[config.mk]
export PLATFORM = sky130hd
export DESIGN_NAME = comp_deadtime
export DESIGN_NICKNAME = d
export VERILOG_FILES = /design/src/rtl/comp_deadtime_pkg.sv /design/src/rtl/dt_rise_qual.sv /design/src/rtl/comp_deadtime.sv
export SDC_FILE = /design/constraint.sdc
export NUM_CORES = 1
export LEC_CHECK = 0
export BUFFER_PORTS_ARGS = -buffer_cell sky130_fd_sc_hd__buf_4
export CAP_MARGIN = 20
export CORE_UTILIZATION = 45
export DETAILED_ROUTE_END_ITERATION = 16
export SLEW_MARGIN = 0
export SYNTH_ARGS = -nofsm -noshare
export SYNTH_HDL_FRONTEND = slang
export SYNTH_SLANG_ARGS = --single-unit
export TNS_END_PERCENT = 30
[constraint.sdc]
create_clock -name clk -period 5.4 [get_ports clk]
set_input_delay 1.08 -clock clk [delete_from_list [all_inputs] [get_ports clk]]
set_output_delay 1.08 -clock clk [all_outputs]
set_load 0.05 [all_outputs]
[src/rtl/comp_deadtime_pkg.sv]
package comp_deadtime_pkg;

    // Width of each programmable delay count.
    localparam int DT_DLY_W = 14;

    // Per-drive state.
    typedef enum logic [1:0] {
        DT_LOW  = 2'd0,
        DT_QUAL = 2'd1,
        DT_HIGH = 2'd2
    } dt_state_e;

endpackage

[src/rtl/dt_rise_qual.sv]
module dt_rise_qual
    import comp_deadtime_pkg::*;
#(
    parameter int DLY_W = DT_DLY_W
) (
    input  logic             clk,
    input  logic             rst_n,
    input  logic             lvl,
    input  logic [DLY_W-1:0] dly,
    input  logic             en,
    output logic             drv
);

    dt_state_e        st_q, st_nxt;
    logic [DLY_W-1:0] cnt_q, cnt_nxt;

    // Next-state logic.
    always_comb begin
        st_nxt  = st_q;
        cnt_nxt = cnt_q;
        if (!en) begin
            // follow: copy the sampled level with no guard interval
            st_nxt  = lvl ? DT_HIGH : DT_LOW;
            cnt_nxt = '0;
        end else begin
            unique case (st_q)
                DT_LOW: begin
                    if (lvl) begin
                        if (dly == '0) begin
                            st_nxt = DT_HIGH;              // pass
                        end else begin
                            st_nxt  = DT_QUAL;             // arm
                            cnt_nxt = DLY_W'(1);
                        end
                    end
                end
                DT_QUAL: begin
                    if (!lvl) begin
                        st_nxt = DT_LOW;                   // abort
                    end else if (cnt_q >= dly) begin
                        st_nxt = DT_HIGH;                  // fire
                    end else begin
                        cnt_nxt = cnt_q + DLY_W'(1);
                    end
                end
                DT_HIGH: begin
                    if (!lvl) begin
                        st_nxt = DT_LOW;                   // release
                    end
                end
                default: st_nxt = DT_LOW;
            endcase
        end
    end

    // State register.
    always_ff @(posedge clk or negedge rst_n) begin
        if (!rst_n) begin
            st_q  <= DT_LOW;
            cnt_q <= '0;
        end else begin
            st_q  <= st_nxt;
            cnt_q <= cnt_nxt;
        end
    end

    // Output decode.
    always_comb begin
        drv = (st_q == DT_HIGH);
    end

endmodule

[src/rtl/comp_deadtime.sv]
module comp_deadtime
    import comp_deadtime_pkg::*;
#(
    parameter int DLY_W = DT_DLY_W
) (
    input  logic             clk,
    input  logic             rst_n,
    input  logic             pwm_in,
    input  logic [DLY_W-1:0] rise_dly,
    input  logic [DLY_W-1:0] fall_dly,
    input  logic             dly_en_a,
    input  logic             dly_en_b,
    output logic             gate_a,
    output logic             gate_b
);

    localparam int NUM_CH = 2;

    logic [NUM_CH-1:0] lvl_c;
    logic [NUM_CH-1:0] en_c;
    logic [NUM_CH-1:0] drv_c;
    logic [DLY_W-1:0]  dly_c [NUM_CH];

    // Channel 0 qualifies the high level (drive A);
    // channel 1 qualifies the low level (drive B).
    assign lvl_c    = {~pwm_in, pwm_in};
    assign en_c     = {dly_en_b, dly_en_a};
    assign dly_c[0] = rise_dly;
    assign dly_c[1] = fall_dly;

    for (genvar g = 0; g < NUM_CH; g++) begin : g_ch
        dt_rise_qual #(
            .DLY_W(DLY_W)
        ) u_qual (
            .clk  (clk),
            .rst_n(rst_n),
            .lvl  (lvl_c[g]),
            .dly  (dly_c[g]),
            .en   (en_c[g]),
            .drv  (drv_c[g])
        );
    end

    assign gate_a = drv_c[0];
    assign gate_b = drv_c[1];

endmodule

## Word-level counts from Yosys, hierarchy flattened

Index checks and enable logic that the tools add are counted.
W data, S select, Z words.

| word-level totals | value |
|---|---|
| output and inout bits | 2 |
| bits in registers | 32 |
| logic and storage cells | 62 |

| operators by class | value |
|---|---|
| equal/unequal tests | 18 |
| order comparisons | 2 |
| muxes and demuxes | 28 |
| $add $sub $neg | 2 |
| reduce and logical (&&, ||, !) cells | 8 |

Operators by type and width:

| operator | count |
|---|---|
| $mux W14 | 10 |
| $pmux W14 S2 | 2 |
| $ne A3 B3 Y1 const B | 10 |
| $add A14 B1 Y14 const B | 2 |
| $ge A14 B14 Y1 | 2 |
| $logic_not A14 Y1 | 2 |
| $mux W2 | 14 |
| $pmux W2 S3 | 2 |
| $reduce_and A5 Y1 | 2 |
| $ne A4 B3 Y1 const B | 2 |
| $ne A3 B1 Y1 const B | 2 |
| $reduce_and A3 Y1 | 2 |
| $eq A2 B1 Y1 const B | 2 |
| $eq A2 B2 Y1 const B | 2 |
| $logic_not A2 Y1 | 2 |

## Longest topological paths before layout

| logic depth | value |
|---|---|
| depth in word-level cells | 5 |
| depth in mapped cells | 9 |
| mapped depth without buffers | 8 |

## Cells and area by module

A second synthesis with hierarchy kept.

| unflattened totals | value |
|---|---|
| cell total of the unflattened synthesis | 313 |
| area total of the unflattened synthesis | 2623.8 um^2 |

By module, submodules not included:

| module | instances | area an instance (um^2) | cells an instance |
|---|---|---|---|
| dt_rise_qual | 2 | 1310.0 | 156 |
| comp_deadtime | 1 | 3.8 | 1 |

## Least setup slack after synthesis

No wires, ideal clock.

| path | value |
|---|---|
| path kind | input -> register |
| start | input fall_dly[11] |
| end | register g_ch[1].u_qual.cnt_q[11] |
| data required time | 5.308 ns |
| buffers on the path | 0 |
| arrival time | 3.013 ns |
| stages on the path | 8 |
| setup slack | 2.295 ns |
| setup time | 0.092 ns |
| cell sequence | inv_1 -> ha_1 -> a211oi_2 -> nor2_1 -> or4_4 -> a21o_4 -> or3_4 -> o31ai_2 |

| on the way | value |
|---|---|
| word-level cells in the longest chain between the ends | 3 |

Ends and longest elaborated chain:

| what | line | RTL |
|---|---|---|
| from (decl) | comp_deadtime.sv:10 | `input logic [DLY_W-1:0] fall_dly,` |
| $ge A14 B14 Y1 / $logic_not A14 Y1 (equally long branches) | dt_rise_qual.sv:40, dt_rise_qual.sv:29 |  |
| $ne A3 B3 Y1 (no source line) | -- |  |
| $reduce_and A5 Y1 (no source line) * | -- |  |
| to (signal assigned) | dt_rise_qual.sv:63 | `cnt_q <= cnt_nxt;` |
| to (decl) | dt_rise_qual.sv:15 | `logic [DLY_W-1:0] cnt_q, cnt_nxt;` |

Every way passes the cells marked *; elsewhere a longest branch is shown, timed or not.
A chain may end at the register's enable or synchronous reset.

## Worst setup path in the final report

| path | value |
|---|---|
| start | input fall_dly[11] |
| end | register g_ch[1].u_qual.cnt_q[6] |

Same word-level chain as after synthesis.

==> qor.yml <==
grt_max_degree: 33
placedCellCount: 435
grtUsageTotal: 0.232
synthFlopType: "dfrtp_1"
r2r-end: "g_ch[1].u_qual.cnt_q[6]$_DFFE_PN0P_"
max_freq_ghz: 0.294
crit_end: "g_ch[1].u_qual.cnt_q[6]$_DFFE_PN0P_"
synth_most_common_cell: "inv_1"
crit-reg2reg-launch: "g_ch[1].u_qual.cnt_q[11]$_DFFE_PN0P_"
synth_cells: 332
ys_seq_area_frac: 0.303
vias: 2489
portBuffers: 34
postPlaceCellArea_um2: 2990
layout.nets: 433
die_w_um: 78.7
drt_iter0_markers: 132
antenna_found_initial: 0
crit_path_start: "fall_dly[11]"
worst_pin_slew_ns: 0.969
htree_levels: 2
yosysTopAreaCell: "dfrtp_1"
ys_warn_count: 0
yosys.area.top_type_share: 0.303
fill_cells: 540
drv_slew: 0
design_area_um2: 3080
synth_edf_count: 0
vdd_drop_max_v: 0.000150
drive_gt1_frac: 0.135
die_h_um: 78.7
fin_ws_ns: 2.00
overflow: 0
rows: 27
coreArea_um2: 5570
critical_path_class: "primary input to register"
cp_max_fo: 13
cap_violations: 0
p_per_area_nw_per_um2: 173
grt_pass1_wl_mm: 11.2
critPathCaptureType: "register"
initial_utilization: 0.475
fin_skew_ns: 0.00548
clk_latency_ns: 0.28
setup_viol: 0
layoutNonFillerInstCount: 442
rsz0062_at_grt: "false"
grt_pass1_vias: 2375
final_antenna_net_count: 0
cts_buffers: 5
p_leak_uw: 0.00151
dpl_worst_slack_ns: 1.73
min_period_ns: 3.40
hpwl_mm: 4.99
synth_cell_types: 45
yosys-top-cells-count: "inv_1 (42), o21ai_0 (39), dfrtp_1 (32)"
drt_pass1_iterations: 4
final-seq-area_um2: 801
yosys-top-cells-area: "dfrtp_1 (30%), ha_1 (14%), o21ai_0 (7.4%)"
cts_root_buffer: "clkbuf_8"
status: "finished, final reports clean"
clock_sinks: 32
finalHoldViolCount: 0
syn_nets: 395
syn_area_um2: 2650
cts_tree: "done"
hold_class: "register to register"
die_area_um2: 6190
r2r_slack_ns: 2.47
maxSlewHeadroom: 0.348
cts_setup_buffers: 0
place.gp.congestion: 0.803
n_antenna_cell: 0
ys_seq_elements: 32
critPathRequiredTime_ns: 5.60
multiInputGateArea_um2: 1670
fin_crit_sh: 0.630
cp-start-kind: "primary input"
routed_wl_mm: 6.52
r2r_cells: 7
post_cts_resized: 0
fin_tns_setup_ns: 0
area_growth_pct: 16.5
drc: 0
worstPathArrival_ns: 3.60
routedWlPerCell_um: 14.7
synth-async-reset-ratio: 1.00
postSynthAreaPerCell_um2: 7.97
ios: 35
via_per_inst: 5.63
cts_hold_buf: 0
path_clk_slew_ns: 0.07
clockBufferDepth: 2
## worst min-delay path by stage
| stage | startpoint | slack [ns] | endpoint | depth (start not counted) |
|---|---|---|---|---|
| 2_1_floorplan | g_ch[1].u_qual.cnt_q[11]$_DFFE_PN0P_ | 0.48 | g_ch[1].u_qual.cnt_q[11]$_DFFE_PN0P_ | 1 |
| 3_3_place_gp | g_ch[1].u_qual.cnt_q[13]$_DFFE_PN0P_ | 0.53 | g_ch[1].u_qual.cnt_q[13]$_DFFE_PN0P_ | 1 |
| 3_5_place_dp | g_ch[1].u_qual.cnt_q[13]$_DFFE_PN0P_ | 0.54 | g_ch[1].u_qual.cnt_q[13]$_DFFE_PN0P_ | 1 |
| 4_1_cts | g_ch[1].u_qual.cnt_q[9]$_DFFE_PN0P_ | 0.54 | g_ch[1].u_qual.cnt_q[9]$_DFFE_PN0P_ | 1 |
| 5_1_grt | g_ch[1].u_qual.cnt_q[9]$_DFFE_PN0P_ | 0.56 | g_ch[1].u_qual.cnt_q[9]$_DFFE_PN0P_ | 1 |
| 6_report | g_ch[1].u_qual.cnt_q[9]$_DFFE_PN0P_ | 0.53 | g_ch[1].u_qual.cnt_q[9]$_DFFE_PN0P_ | 1 |
## power by group
group	internal (uW)	switching (uW)
Clock	114	90.2
Sequential	243	5.59
Combinational	34.7	44.4
Total	392	140
## per-stage QoR
stage                     power [uW]   util  hold slack (ns)
after detailed placement         333  0.536            0.536
after floorplan                  292      -            0.476
after global placement           332  0.536            0.531
after CTS                        538  0.553            0.543
after global routing             558  0.553            0.563
final                            532  0.553            0.535
## routing by layer
layer | share of wire | GRT usage
met5 | 0 | 0
met4 | 0.0063 | 0.0481
met1 | 0.52 | 0.343
met2 | 0.44 | 0.353
met3 | 0.035 | 0.0384
## worst max-delay path, stage by stage
cell      delay (ns)
buf_4           0.08
inv_1           0.03
ha_1            0.30
a211oi_2        0.22
nor2_1          0.07
or4_4           0.55
a21oi_1         0.77
nand3_1         0.29
o21bai_1        0.21
## area by class of cell
class,count,share of cell area
Inverter,42,0.0511
Multi-Input combinational cell,253,0.541
Clock buffer,7,0.0312
Sequential cell,32,0.260
Timing Repair Buffer,36,0.0877
Tap cell,72,0.0292
## layout by cell type (no fill, tap or decap), types with 9 or more instances in the layout
master   count
inv_1       42
o21ai_0     39
buf_4       36
dfrtp_1     32
ha_1        30
nor2_1      26
nand2_1     22
a21oi_1     19
nand3_1     13
nor2b_1      9
## logic make-up after synthesis
family / synth area share
buffers and inverters: 0.0671
adder cells (fa/ha/maj): 0.142
XOR/XNOR: 0.00331
AND/OR/NAND/NOR: 0.245
flip-flops: 0.303
multiplexers: 0.0113
AO/OA/AOI/OAI: 0.228
## sequential cells by signal (all words and copies together) (netlist names)
name and cells:
g_ch.u_qual.cnt_q 28, g_ch.u_qual.st_q 4
Power figures use the tool's default switching activity.
